## src/rtl/vid_ref_pkg.sv

```systemverilog
package vid_ref_pkg;

   typedef enum logic [1:0] {
      STEP_HOLD = 2'd0,
      STEP_IDX_DN = 2'd1,
      STEP_IDX_UP = 2'd2
   } step_dir_e;

   function automatic step_dir_e pick_dir(input int unsigned cur, input int unsigned tgt);
      if (tgt > cur) return STEP_IDX_UP;
      if (tgt < cur) return STEP_IDX_DN;
      return STEP_HOLD;
   endfunction

endpackage

```

## src/rtl/vid_code_filter.sv

```systemverilog
module vid_code_filter #(
   parameter int VID_W = 5,
   parameter int STABLE_TICKS = 1
) (
   input  logic             clk,
   input  logic             rst_n,
   input  logic             tick,
   input  logic [VID_W-1:0] vid_i,
   input  logic             hold_i,
   output logic             acc_o,
   output logic [VID_W-1:0] code_o
);
   localparam int CNT_W = $clog2(STABLE_TICKS + 1);
   localparam logic [CNT_W-1:0] CNT_SAT = CNT_W'(STABLE_TICKS);
   localparam logic [CNT_W-1:0] CNT_NEED = CNT_W'(STABLE_TICKS - 1);

   logic [VID_W-1:0] last_q;
   logic             hist_vld_q;
   logic [CNT_W-1:0] same_cnt_q;
   logic             match;
   logic             enough;

   assign match  = hist_vld_q && (vid_i == last_q);
   assign enough = same_cnt_q >= CNT_NEED;
   assign acc_o  = tick && !hold_i && match && enough;
   assign code_o = vid_i;

   always_ff @(posedge clk) begin
      if (!rst_n) begin
         last_q     <= '0;
         hist_vld_q <= 1'b0;
         same_cnt_q <= '0;
      end else if (tick) begin
         if (hold_i) begin
            hist_vld_q <= 1'b0;
            same_cnt_q <= '0;
         end else begin
            last_q     <= vid_i;
            hist_vld_q <= 1'b1;
            if (!match)                 same_cnt_q <= '0;
            else if (same_cnt_q != CNT_SAT) same_cnt_q <= same_cnt_q + 1'b1;
         end
      end
   end
endmodule

```

## src/rtl/vid_ref_ramp.sv

```systemverilog
module vid_ref_ramp
   import vid_ref_pkg::*;
#(
   parameter int VID_W = 5
) (
   input  logic             clk,
   input  logic             rst_n,
   input  logic             tick,
   input  logic [VID_W-1:0] load_idx_i,
   input  logic             acc_i,
   input  logic [VID_W-1:0] acc_code_i,
   output logic [VID_W-1:0] idx_o,
   output logic             busy_o,
   output logic             nocpu_o,
   output logic             mask_o
);
   localparam logic [VID_W-1:0] OFF_CODE = {VID_W{1'b1}};

   logic [VID_W-1:0] cur_q, cur_n;
   logic [VID_W-1:0] tgt_q, tgt_n;
   logic             busy_q, busy_n;
   logic             nocpu_q, nocpu_n;
   logic             mask_q;
   step_dir_e        dir;

   assign dir = pick_dir(int'(cur_q), int'(tgt_q));

   always_comb begin
      cur_n   = cur_q;
      tgt_n   = tgt_q;
      busy_n  = busy_q;
      nocpu_n = nocpu_q;
      if (tick && !nocpu_q) begin
         if (busy_q) begin
            unique case (dir)
               STEP_IDX_UP: cur_n = cur_q + 1'b1;
               STEP_IDX_DN: cur_n = cur_q - 1'b1;
               default:     cur_n = cur_q;
            endcase
            busy_n = (cur_n != tgt_q);
         end else if (acc_i) begin
            if (acc_code_i == OFF_CODE) begin
               nocpu_n = 1'b1;
            end else if (acc_code_i != cur_q) begin
               tgt_n  = acc_code_i;
               busy_n = 1'b1;
            end
         end
      end
   end

   always_ff @(posedge clk) begin
      if (!rst_n) begin
         cur_q   <= load_idx_i;
         tgt_q   <= load_idx_i;
         busy_q  <= 1'b0;
         nocpu_q <= 1'b0;
         mask_q  <= 1'b0;
      end else begin
         cur_q   <= cur_n;
         tgt_q   <= tgt_n;
         busy_q  <= busy_n;
         nocpu_q <= nocpu_n;
         mask_q  <= busy_n | nocpu_n;
      end
   end

   assign idx_o   = cur_q;
   assign busy_o  = busy_q;
   assign nocpu_o = nocpu_q;
   assign mask_o  = mask_q;
endmodule

```

## src/rtl/vid_ref_map.sv

```systemverilog
module vid_ref_map #(
   parameter int VID_W = 5,
   parameter int REF_W = 11,
   parameter int STEP_MV = 25,
   parameter int TOP_MV = 1550,
   parameter bit OUT_MV = 1'b1
) (
   input  logic [VID_W-1:0] idx_i,
   output logic [REF_W-1:0] ref_o
);
   generate
      if (OUT_MV) begin : g_millivolt
         localparam logic [REF_W-1:0] TOP_V = REF_W'(TOP_MV);
         localparam logic [REF_W-1:0] STEP_V = REF_W'(STEP_MV);
         assign ref_o = TOP_V - STEP_V * REF_W'(idx_i);
      end else begin : g_index
         assign ref_o = REF_W'(idx_i);
      end
   endgenerate
endmodule

```

## src/rtl/vid_ref_seq.sv

```systemverilog
module vid_ref_seq #(
   parameter int VID_W = 5,
   parameter int REF_W = 11,
   parameter int STEP_MV = 25,
   parameter int TOP_MV = 1550,
   parameter int STABLE_TICKS = 1,
   parameter bit OUT_MV = 1'b1
) (
   input  logic             clk,
   input  logic             rst_n,
   input  logic             tick,
   input  logic [VID_W-1:0] vid,
   output logic [REF_W-1:0] ref_out,
   output logic             busy,
   output logic             pg_mask,
   output logic             nocpu
);
   localparam logic [VID_W-1:0] OFF_CODE = {VID_W{1'b1}};
   localparam logic [VID_W-1:0] MAX_IDX = OFF_CODE - 1'b1;
   localparam int LOW_MV = TOP_MV - STEP_MV * ((1 << VID_W) - 2);

   generate
      if (VID_W < 2) begin : g_bad_vid_w
         $error("VID_W must be at least 2");
      end
      if (STABLE_TICKS < 1) begin : g_bad_stable
         $error("STABLE_TICKS must be at least 1");
      end
      if (REF_W < VID_W) begin : g_bad_ref_w
         $error("REF_W must cover the code width");
      end
      if (OUT_MV && (LOW_MV < 0 || TOP_MV >= (1 << REF_W))) begin : g_bad_span
         $error("millivolt span does not fit REF_W");
      end
   endgenerate

   logic [VID_W-1:0] load_idx;
   logic             acc;
   logic [VID_W-1:0] acc_code;
   logic [VID_W-1:0] cur_idx;
   logic             hold;

   assign load_idx = (vid == OFF_CODE) ? MAX_IDX : vid;
   assign hold     = busy | nocpu;

   vid_code_filter #(
      .VID_W(VID_W),
      .STABLE_TICKS(STABLE_TICKS)
   ) u_filter (
      .clk   (clk),
      .rst_n (rst_n),
      .tick  (tick),
      .vid_i (vid),
      .hold_i(hold),
      .acc_o (acc),
      .code_o(acc_code)
   );

   vid_ref_ramp #(
      .VID_W(VID_W)
   ) u_ramp (
      .clk       (clk),
      .rst_n     (rst_n),
      .tick      (tick),
      .load_idx_i(load_idx),
      .acc_i     (acc),
      .acc_code_i(acc_code),
      .idx_o     (cur_idx),
      .busy_o    (busy),
      .nocpu_o   (nocpu),
      .mask_o    (pg_mask)
   );

   vid_ref_map #(
      .VID_W  (VID_W),
      .REF_W  (REF_W),
      .STEP_MV(STEP_MV),
      .TOP_MV (TOP_MV),
      .OUT_MV (OUT_MV)
   ) u_map (
      .idx_i(cur_idx),
      .ref_o(ref_out)
   );
endmodule

```

## config.mk

```make
export PLATFORM = sky130hd
export DESIGN_NAME = vid_ref_seq
export DESIGN_NICKNAME = d
export VERILOG_FILES = /design/src/rtl/vid_ref_pkg.sv /design/src/rtl/vid_code_filter.sv /design/src/rtl/vid_ref_ramp.sv /design/src/rtl/vid_ref_map.sv /design/src/rtl/vid_ref_seq.sv
export SDC_FILE = /design/constraint.sdc
export NUM_CORES = 1
export LEC_CHECK = 0
export ABC_AREA = 1
export BUFFER_PORTS_ARGS = -buffer_cell sky130_fd_sc_hd__buf_2
export CORE_UTILIZATION = 45
export DETAILED_ROUTE_END_ITERATION = 10
export GPL_TIMING_DRIVEN = 0
export SLEW_MARGIN = 10
export SYNTH_ARGS = -nofsm -noshare
export SYNTH_HDL_FRONTEND = slang
export SYNTH_SLANG_ARGS = --single-unit
```

## constraint.sdc

```tcl
create_clock -name clk -period 4.8 [get_ports clk]
set_input_delay 0.48 -clock clk [delete_from_list [all_inputs] [get_ports clk]]
set_output_delay 0.48 -clock clk [all_outputs]
set_load 0.005 [all_outputs]
```

==> results of run 1 <==
## critical path, stage by stage (launching register included)
cell	delay, ps
edfxtp_1	570
ha_1	380
ha_1	280
inv_1	50
fa_1	470
ha_1	350
a21o_1	210
a21oi_1	150
o21bai_1	100
nand2_1	60
inv_1	50
o21ai_0	160
nand2_1	80
xor2_1	140
buf_2	120
## kinds of logic after synthesis
group / Yosys count / synth area share [%]
AO/OA/AOI/OAI: 39 / 12.2
XOR/XNOR: 8 / 3.80
adder cells (fa/ha/maj): 29 / 21.7
buffers and inverters: 63 / 13.0
flip-flops: 19 / 26.1
AND/OR/NAND/NOR: 90 / 23.2
## final cells by class
cell class	instances	share of cell area, %
inverters	56	10.2
clock buffers	4	2.19
plain buffers	7	1.46
flip-flops and latches	19	23.4
repair buffers	21	5.12
well taps	48	2.93
multi-input cells	166	54.7
## placed cells by master, fill, tap and decap left out, drive strengths merged
| cell | count |
|---|---|
| nand2 | 57 |
| inv | 55 |
| ha | 24 |
| buf | 22 |
| nand3 | 17 |
| a21oi | 13 |
| o21ai | 13 |
| edfxtp | 10 |
| clkbuf | 10 |
| dfxtp | 9 |
| nor2 | 8 |
| xor2 | 6 |
| o22ai | 5 |
| fa | 5 |
| nand3b | 3 |
| xnor2 | 2 |
| a21o | 2 |
| nor3 | 2 |
| o211ai | 2 |
| clkinv | 1 |
| or2 | 1 |
| nand4 | 1 |
| o21a | 1 |
| nor4 | 1 |
| a221oi | 1 |
| o21bai | 1 |
| a31o | 1 |
## report_power, final
part,switching (mW),internal (mW)
Clock,0.0477,0.0588
Combinational,0.376,0.311
Sequential,0.0255,0.189
Total,0.450,0.559
## final timing paths
| path | startpoint | slack (ps) | end |
|---|---|---|---|
| min reg2reg | u_filter.hist_vld_q$_SDFFE_PN0P_ | 490 | u_filter.hist_vld_q$_SDFFE_PN0P_ |
| max | u_ramp.idx_o[0]$_DFFE_PP_ | 890 | ref_out[9] |
| max reg2reg | u_ramp.idx_o[3]$_DFFE_PP_ | 1670 | u_ramp.mask_o$_SDFF_PN0_ |
| min | u_filter.hist_vld_q$_SDFFE_PN0P_ | 490 | u_filter.hist_vld_q$_SDFFE_PN0P_ |
## through the flow
stage,hold slack [ps],setup WS (ps)
floorplan,444,1550
global placement,473,1190
detailed placement,485,1170
CTS,486,873
global route,505,615
finish,485,889
## state kept, by name (all words and copies together) (netlist names)
register and cells:
u_filter.hist_vld_q 1, u_filter.last_q 5, u_ramp.idx_o 5, u_ramp.busy_o 1
u_ramp.nocpu_o 1, u_ramp.tgt_q 5, u_ramp.mask_o 1
## Yosys cell counts (2+ instances only)
cell | n | area [um2]
nand2_1 | 50 | 188
dfxtp_1 | 9 | 180
o211ai_1 | 2 | 15.0
a21o_1 | 2 | 15.0
nand2_2 | 6 | 37.5
fa_1 | 5 | 100
o22ai_1 | 5 | 31.3
ha_1 | 24 | 300
nor2_1 | 5 | 18.8
clkbuf_1 | 6 | 22.5
edfxtp_1 | 10 | 300
a21oi_1 | 13 | 65.1
xnor2_1 | 2 | 17.5
nor2_2 | 2 | 12.5
inv_1 | 54 | 203
nor3_1 | 2 | 10.0
xor2_1 | 6 | 52.6
nand3b_1 | 3 | 22.5
nand3_1 | 16 | 80.1
o21ai_0 | 12 | 60.1
## routing by layer
metal	track usage, %	vias up	share of wire (%)
met5	0	-	0
met4	4.52	0	0.39
met3	1.03	2	1.3
met2	29.5	16	44
met1	26.0	719	54
li1	-	850	-
==> flow_metrics.py, run 1 <==
metrics = {
    "clock_network": {
        "insertion_delay_ps": 250,
        "cts_buffers": 3,
        "clockBufferDepth": 2,
        "h-tree-depth": 1,
        "cts_tree": "yes",
        "root_buffer": "clkbuf_8",
        "clk_pin_slew_ps": 60,
        "cts_hold_buf": 0,
        "clock_sinks": 19,
        "post_cts_resized": 0,
        "post_cts_buffers": 0,
    },
    "routing": {
        "post-route-drc-count": 0,
        "vias_per_cell": 4.94,
        "postRouteAntennaNets": 0,
        "drt-total-wl_um": 3580,
        "drt_iter0_markers": 43,
        "drt-pass1-iter-count": 4,
        "wl_per_cell_um": 11.1,
        "vias": 1587,
    },
    "timing": {
        "drv_slew": 0,
        "slew_headroom_pct": 71.6,
        "fin_skew_ps": 3.95,
        "worst_slew_pin_slew_ps": 422,
        "fmax_ghz": 0.256,
        "setup_viol": 0,
        "finalCriticalPeriod_ps": 3910,
        "rsz0062_at_grt": "no",
        "setup_tns_ps": 0,
        "timing.final.crit_share_pct": 81.5,
        "finalHoldViolations": 0,
    },
    "cells_and_area": {
        "seq_area_um2": 480,
        "final_area_um2": 2050,
        "drive_above_1_share_pct": 14.3,
        "stdcell_count": 321,
        "fillerInstances": 393,
        "area_growth_pct": 11.4,
        "multi_input_area_um2": 1120,
        "diodes": 0,
        "final_nets": 311,
        "fin_util_pct": 54.1,
    },
    "critical_path": {
        "start_kind": "register",
        "required_ps": 4320,
        "crit_path_max_fanout": 8,
        "cp.arrival_ps": 3430,
        "reg2reg_depth": 24,
        "timing_worst_setup_path_type": "reg2out",
        "end_kind": "output port",
    },
    "die": {
        "die_x_um": 66.0,
        "die-area_um2": 4360,
        "rows": 22,
        "die-height_um": 66.0,
        "io_pins": 22,
        "initial_core_util_pct": 48.5,
        "core_area_um2": 3800,
    },
    "yosys": {
        "netlist_area_um2": 1840,
        "avgSynthCellArea_um2": 7.43,
        "synth_ff_type": "edfxtp_1",
        "synth_cells": 248,
        "syn_nets": 285,
        "synth.distinct_cells": 34,
        "synth-seq-cells": 19,
        "yosysSeqAreaShare_pct": 26.1,
        "async_flop_share_pct": 0,
        "synth_edf_count": 10,
        "synth_warnings": 0,
    },
    "grt": {
        "antenna_found_initial": 0,
        "grt_pass1_wl_um": 6060,
        "grt_max_degree": 11,
        "grt_usage_pct": 18.1,
        "first_global_vias": 1385,
        "overflow": 0,
    },
    "power": {
        "power_mw": 1.01,
        "p_leak_nw": 1.12,
        "powerDensity_nw_per_um2": 491,
        "peakVddDrop_v": 0.000378,
    },
    "place": {
        "dp_hpwl_um": 2920,
        "gp_congestion": 0.804,
        "port_buffers": 21,
        "postPlaceCellArea_um2": 2010,
        "dp_cells": 317,
    },
    "hold_path": {
        "hp-class": "reg2reg",
        "hold_depth": 2,
    },
    "status": {
        "status": "finished clean",
    },
    "run": {
        "cap_violations": 0,
    },
}
(Power assumes the default switching activity.)
==> inputs of run 2 (changes only) <==
==> constraint.sdc (replaced) <==
create_clock -name clk -period 3.8 [get_ports clk]
set_input_delay 0.38 -clock clk [delete_from_list [all_inputs] [get_ports clk]]
set_output_delay 0.38 -clock clk [all_outputs]
set_load 0.005 [all_outputs]
==> flow_metrics.py, run 2 (synthesis gave the netlist of run 1 again) <==
metrics = {
    "timing": {
        "finalHoldViolations": 0,
        "holdWs_ps": 390,
        "worst_slew_pin_slew_ps": 411,
        "timing.final.crit_share_pct": 93.5,
        "setup_tns_ps": 0,
        "fmax_ghz": 0.282,
        "finalCriticalPeriod_ps": 3550,
        "rsz0062_at_grt": "no",
        "fin_skew_ps": 1.88,
        "drv_slew": 0,
        "setup_viol": 0,
        "slew_headroom_pct": 72.4,
    },
    "cells_and_area": {
        "final_area_um2": 2100,
        "diodes": 0,
        "area_growth_pct": 14.1,
        "layout_commonest_cell": "inv_1",
        "final_nets": 317,
        "final_cell_mix": "inv_1, nand2_1, ha_1, buf_2, nand3_1",
        "drive_above_1_share_pct": 16.5,
        "stdcell_count": 327,
    },
    "routing": {
        "postRouteAntennaNets": 0,
        "drt-pass1-iter-count": 4,
        "vias_per_cell": 4.89,
        "wl_per_cell_um": 11.0,
        "post-route-drc-count": 0,
        "drt_iter0_markers": 63,
        "drt-total-wl_um": 3600,
        "vias": 1600,
    },
    "clock_network": {
        "clock_sinks": 19,
        "cts_hold_buf": 0,
        "insertion_delay_ps": 240,
        "h-tree-depth": 1,
        "root_buffer": "clkbuf_8",
        "cts_buffers": 3,
        "cts_tree": "yes",
        "clk_pin_slew_ps": 60,
        "clockBufferDepth": 2,
    },
    "grt": {
        "grt_usage_pct": 18.3,
        "use_met3_pct": 1.03,
        "grt_max_degree": 11,
        "grt_pass1_wl_um": 6100,
        "met2_usage_pct": 30.4,
        "overflow": 0,
        "grtUsageMet1_pct": 25.9,
        "grt_busiest_layer": "met2",
        "antenna_found_initial": 0,
        "first_global_vias": 1387,
    },
    "hold_path": {
        "hold_depth": 3,
        "min_to": "u_filter.last_q[4]$_SDFFE_PN0P_",
        "hp-class": "in2reg",
        "min_from": "rst_n",
    },
    "place": {
        "dp_cells": 317,
        "port_buffers": 21,
        "dp_hpwl_um": 2920,
        "gp_congestion": 0.804,
        "postPlaceCellArea_um2": 2010,
    },
    "status": {
        "status": "finished clean",
    },
    "die": {
        "io_pins": 22,
        "die_x_um": 66.0,
        "initial_core_util_pct": 48.5,
        "core_area_um2": 3800,
        "rows": 22,
        "die-area_um2": 4360,
        "die-height_um": 66.0,
    },
    "power": {
        "power_frac_seq_pct": 20.4,
        "power_switching_mw": 0.575,
        "powerDensity_nw_per_um2": 617,
        "peakVddDrop_v": 0.000483,
        "p_sw_share_pct": 44.3,
        "p_clk_share_pct": 10.3,
        "p_leak_nw": 1.15,
        "power_frac_comb_pct": 69.3,
        "intPower_mw": 0.723,
    },
    "critical_path": {
        "timing_worst_setup_path_type": "reg2out",
        "rrSetupSlack_ps": 680,
        "crit_path_max_fanout": 3,
        "r2r_start": "u_ramp.idx_o[3]$_DFFE_PP_",
        "cp.arrival_ps": 3170,
        "worst_r2r_endpoint": "u_ramp.mask_o$_SDFF_PN0_",
        "start_kind": "register",
        "reg2reg_depth": 24,
        "end_kind": "output port",
        "required_ps": 3420,
    },
    "run": {
        "cap_violations": 0,
    },
}
-- run 2: changes by cell type in the layout (fill, tap and decap cells not counted), sizes merged --
cell,delta
buf,+6
-- run 2: what timing repair did --
action                                  4_1_cts  5_1_grt
endpoints found under the setup margin        1        3
buffers inserted                              2        4
pin swaps                                     0        0
gates resized for setup                       0        2
-- run 2: power groups by stage --
stage	Combinational [mW]	Sequential [mW]	Clock, mW
6_report	0.900	0.265	0.133
5_1_grt	1.04	0.267	0.146
4_1_cts	0.883	0.269	0.139
3_5_place_dp	0.867	0.276	0
3_3_place_gp	0.867	0.275	0
2_1_floorplan	0.633	0.263	0
-- run 2: final cells by class --
class,count,area [um2]
Timing Repair Buffer,27,150
Tap cell,48,60.1
Multi-Input combinational cell,166,1130
Sequential cell,19,480
Clock buffer,4,45.0
Buffer,7,30.0
Inverter,56,210
Fill cell,393,1700
-- run 2: worst max path at each step --
stage                                    startpoint         end  slack [ps]  cells after the start
final                     u_ramp.idx_o[0]$_DFFE_PP_  ref_out[9]         250                     14
after detailed placement  u_ramp.idx_o[0]$_DFFE_PP_  ref_out[9]         270                     14
after CTS                 u_ramp.idx_o[1]$_DFFE_PP_  ref_out[9]          30                     14
after floorplan           u_ramp.idx_o[0]$_DFFE_PP_  ref_out[9]         650                     13
after global routing      u_ramp.idx_o[0]$_DFFE_PP_  ref_out[9]          20                     14
after global placement    u_ramp.idx_o[0]$_DFFE_PP_  ref_out[9]         290                     14
-- run 2: routing by layer --
| layer | up-vias | part of all wire [%] |
|---|---|---|
| met5 | - | 0 |
| met4 | 0 | 0.81 |
| met3 | 4 | 2.3 |
| met2 | 23 | 45 |
| met1 | 715 | 52 |
| li1 | 858 | - |
-- run 2: stage by stage --
| step | util [%] | total power, mW | setup slack [ps] |
|---|---|---|---|
| 2_1_floorplan | - | 0.896 | 651 |
| 3_3_place_gp | 52.9 | 1.14 | 286 |
| 3_5_place_dp | 52.9 | 1.14 | 272 |
| 4_1_cts | 54.4 | 1.29 | 28.5 |
| 5_1_grt | 55.3 | 1.46 | 24.7 |
| 6_report | 55.3 | 1.30 | 248 |
-- run 2: worst max-delay path: stages, from the launching register on --
cell and delay (ps):
edfxtp_1 410, ha_1 330, ha_1 280, inv_1 50
fa_1 470, ha_1 350, a21o_1 210, a21oi_1 150
o21bai_1 100, nand2_1 60, inv_1 50, o21ai_1 120
nand2_1 80, xor2_1 130, buf_2 120
==> inputs of run 3 (changes only) <==
--- a/config.mk
+++ b/config.mk
@@ -6,8 +6,8 @@
 export NUM_CORES = 1
 export LEC_CHECK = 0
 export ABC_AREA = 1
-export BUFFER_PORTS_ARGS = -buffer_cell sky130_fd_sc_hd__buf_2
-export CORE_UTILIZATION = 45
+export BUFFER_PORTS_ARGS = -buffer_cell sky130_fd_sc_hd__buf_4
+export CORE_UTILIZATION = 40
 export DETAILED_ROUTE_END_ITERATION = 10
 export GPL_TIMING_DRIVEN = 0
 export SLEW_MARGIN = 10
==> flow_metrics.py, run 3 (synthesis gave the netlist of run 1 again) <==
metrics = {
    "clock_network": {
        "cts_tree": "yes",
        "clk_pin_slew_ps": 70,
        "clockBufferDepth": 2,
        "cts_hold_buf": 0,
        "insertion_delay_ps": 250,
        "root_buffer": "clkbuf_8",
        "h-tree-depth": 1,
        "cts_buffers": 3,
        "clock_sinks": 19,
    },
    "critical_path": {
        "cp_top_family": "adder cells",
        "end_kind": "output port",
        "path_buf_inv": 3,
        "start_kind": "register",
        "timing_worst_setup_path_type": "reg2out",
        "rrSetupSlack_ps": 680,
        "crit_start": "u_ramp.idx_o[1]$_DFFE_PP_",
        "crit_chain": "ha_1, ha_1, inv_1, fa_1, ha_1, a21o_1, a21oi_2, o21bai_1, nand2_1, inv_1, o21ai_1, nand2_1, xor2_1, buf_4",
        "r2r_start": "u_ramp.idx_o[3]$_DFFE_PP_",
        "crit_end": "ref_out[9]",
        "crit_path_max_fanout": 4,
        "cp.arrival_ps": 3190,
        "crit_path_top_delay_cell": "edfxtp_1",
        "required_ps": 3420,
        "worst_r2r_endpoint": "u_ramp.mask_o$_SDFF_PN0_",
        "cp_common_cell": "ha_1",
        "crit_cells": 14,
        "cp_slowest_stage_delay_ps": 470,
        "reg2reg_depth": 24,
    },
    "timing": {
        "rsz0062_at_grt": "no",
        "worst_slew_pin_slew_ps": 400,
        "timing.final.crit_share_pct": 94.0,
        "fmax_ghz": 0.280,
        "drv_slew": 0,
        "setup_tns_ps": 0,
        "fin_skew_ps": 2.12,
        "finalCriticalPeriod_ps": 3570,
        "slew_headroom_pct": 73.1,
        "finalHoldViolations": 0,
        "setup_viol": 0,
    },
    "routing": {
        "drt-pass1-iter-count": 4,
        "drt-total-wl_um": 3670,
        "postRouteAntennaNets": 0,
        "wl_per_cell_um": 11.1,
        "vias_per_cell": 4.82,
        "vias": 1589,
        "drt_iter0_markers": 63,
        "post-route-drc-count": 0,
    },
    "place": {
        "gp_congestion": 0.875,
        "port_buffers": 21,
        "dp_hpwl_um": 3010,
    },
    "cells_and_area": {
        "final_nets": 316,
        "area_growth_pct": 17.0,
        "drive_above_1_share_pct": 16.9,
        "fin_util_pct": 49.2,
        "final_cell_mix": "inv_1, nand2_1, buf_4, ha_1, nand3_1",
        "layout_commonest_cell": "inv_1",
        "diodes": 0,
    },
    "grt": {
        "antenna_found_initial": 0,
        "overflow": 0,
        "first_global_vias": 1451,
        "grt_pass1_wl_um": 6350,
        "grt_max_degree": 12,
        "grt_usage_pct": 16.0,
    },
    "die": {
        "rows": 24,
        "die_x_um": 69.9,
        "die-area_um2": 4880,
        "die-height_um": 69.9,
        "core_area_um2": 4380,
        "io_pins": 22,
        "initial_core_util_pct": 42.0,
    },
    "hold_path": {
        "hp-class": "in2reg",
        "min_from": "rst_n",
    },
    "status": {
        "status": "finished clean",
    },
    "run": {
        "cap_violations": 0,
    },
    "power": {
        "peakVddDrop_v": 0.000496,
        "powerDensity_nw_per_um2": 648,
        "p_leak_nw": 1.16,
    },
}
## run 3: cell count changes in the layout (fill, tap and decap cells not counted)
| cell | delta |
|---|---|
| a21oi_1 | -1 |
| a21oi_2 | +1 |
| buf_2 | -21 |
| buf_4 | +20 |
| clkbuf_1 | -1 |
| clkinv_2 | +1 |
| o21ai_0 | -1 |
| o21ai_1 | +1 |
## run 3: power breakdown
part | switching (mW) | internal (mW) | total, mW | leakage (nW)
sequential | 0.0270 | 0.239 | 0.266 | 0.173
combinational | 0.506 | 0.488 | 0.994 | 0.965
clock | 0.0659 | 0.0728 | 0.139 | 0.0255
## run 3: how the worst min path moves through the flow
stage,end,depth (start not counted)
3_3_place_gp,u_filter.hist_vld_q$_SDFFE_PN0P_,2
2_1_floorplan,u_filter.hist_vld_q$_SDFFE_PN0P_,2
3_5_place_dp,u_filter.hist_vld_q$_SDFFE_PN0P_,2
6_report,u_filter.last_q[4]$_SDFFE_PN0P_,3
4_1_cts,u_filter.last_q[4]$_SDFFE_PN0P_,3
5_1_grt,u_filter.last_q[4]$_SDFFE_PN0P_,3
## run 3: layer usage
metal | vias to the layer above | wire length, um | global-route usage (%)
li1 | 850 | - | -
met1 | 715 | 1880 | 22.8
met2 | 22 | 1680 | 26.3
met3 | 2 | 100 | 1.30
met4 | 0 | 16 | 4.00
met5 | - | 0 | 0
## run 3: tightest hold or removal path: stages
cell	delay (ps)
buf_4	120
o21ai_0	60
a21oi_1	40
## run 3: layout make-up
type,instances,area (um2)
well taps,52,65.1
multi-input cells,166,1130
flip-flops and latches,19,480
clock inverters,1,5.00
clock buffers,3,41.3
fillers,457,2230
inverters,56,210
plain buffers,7,30.0
repair buffers,26,195
## run 3: timing repair
action	in CTS	in global routing
resized for setup	0	4
buffers inserted	0	5
endpoints found under the setup margin	0	3
## run 3: metrics by stage
stage               cells  setup slack, ps  power (mW)  area (um2)  hold WS [ps]
floorplan             248              651       0.896        1840           444
global placement      321              290        1.22        2070           472
detailed placement    321              291        1.24        2070           470
CTS                   325             1.86        1.38        2110           388
global route          330             1.84        1.56        2160           402
finish                330              228        1.40        2160           390
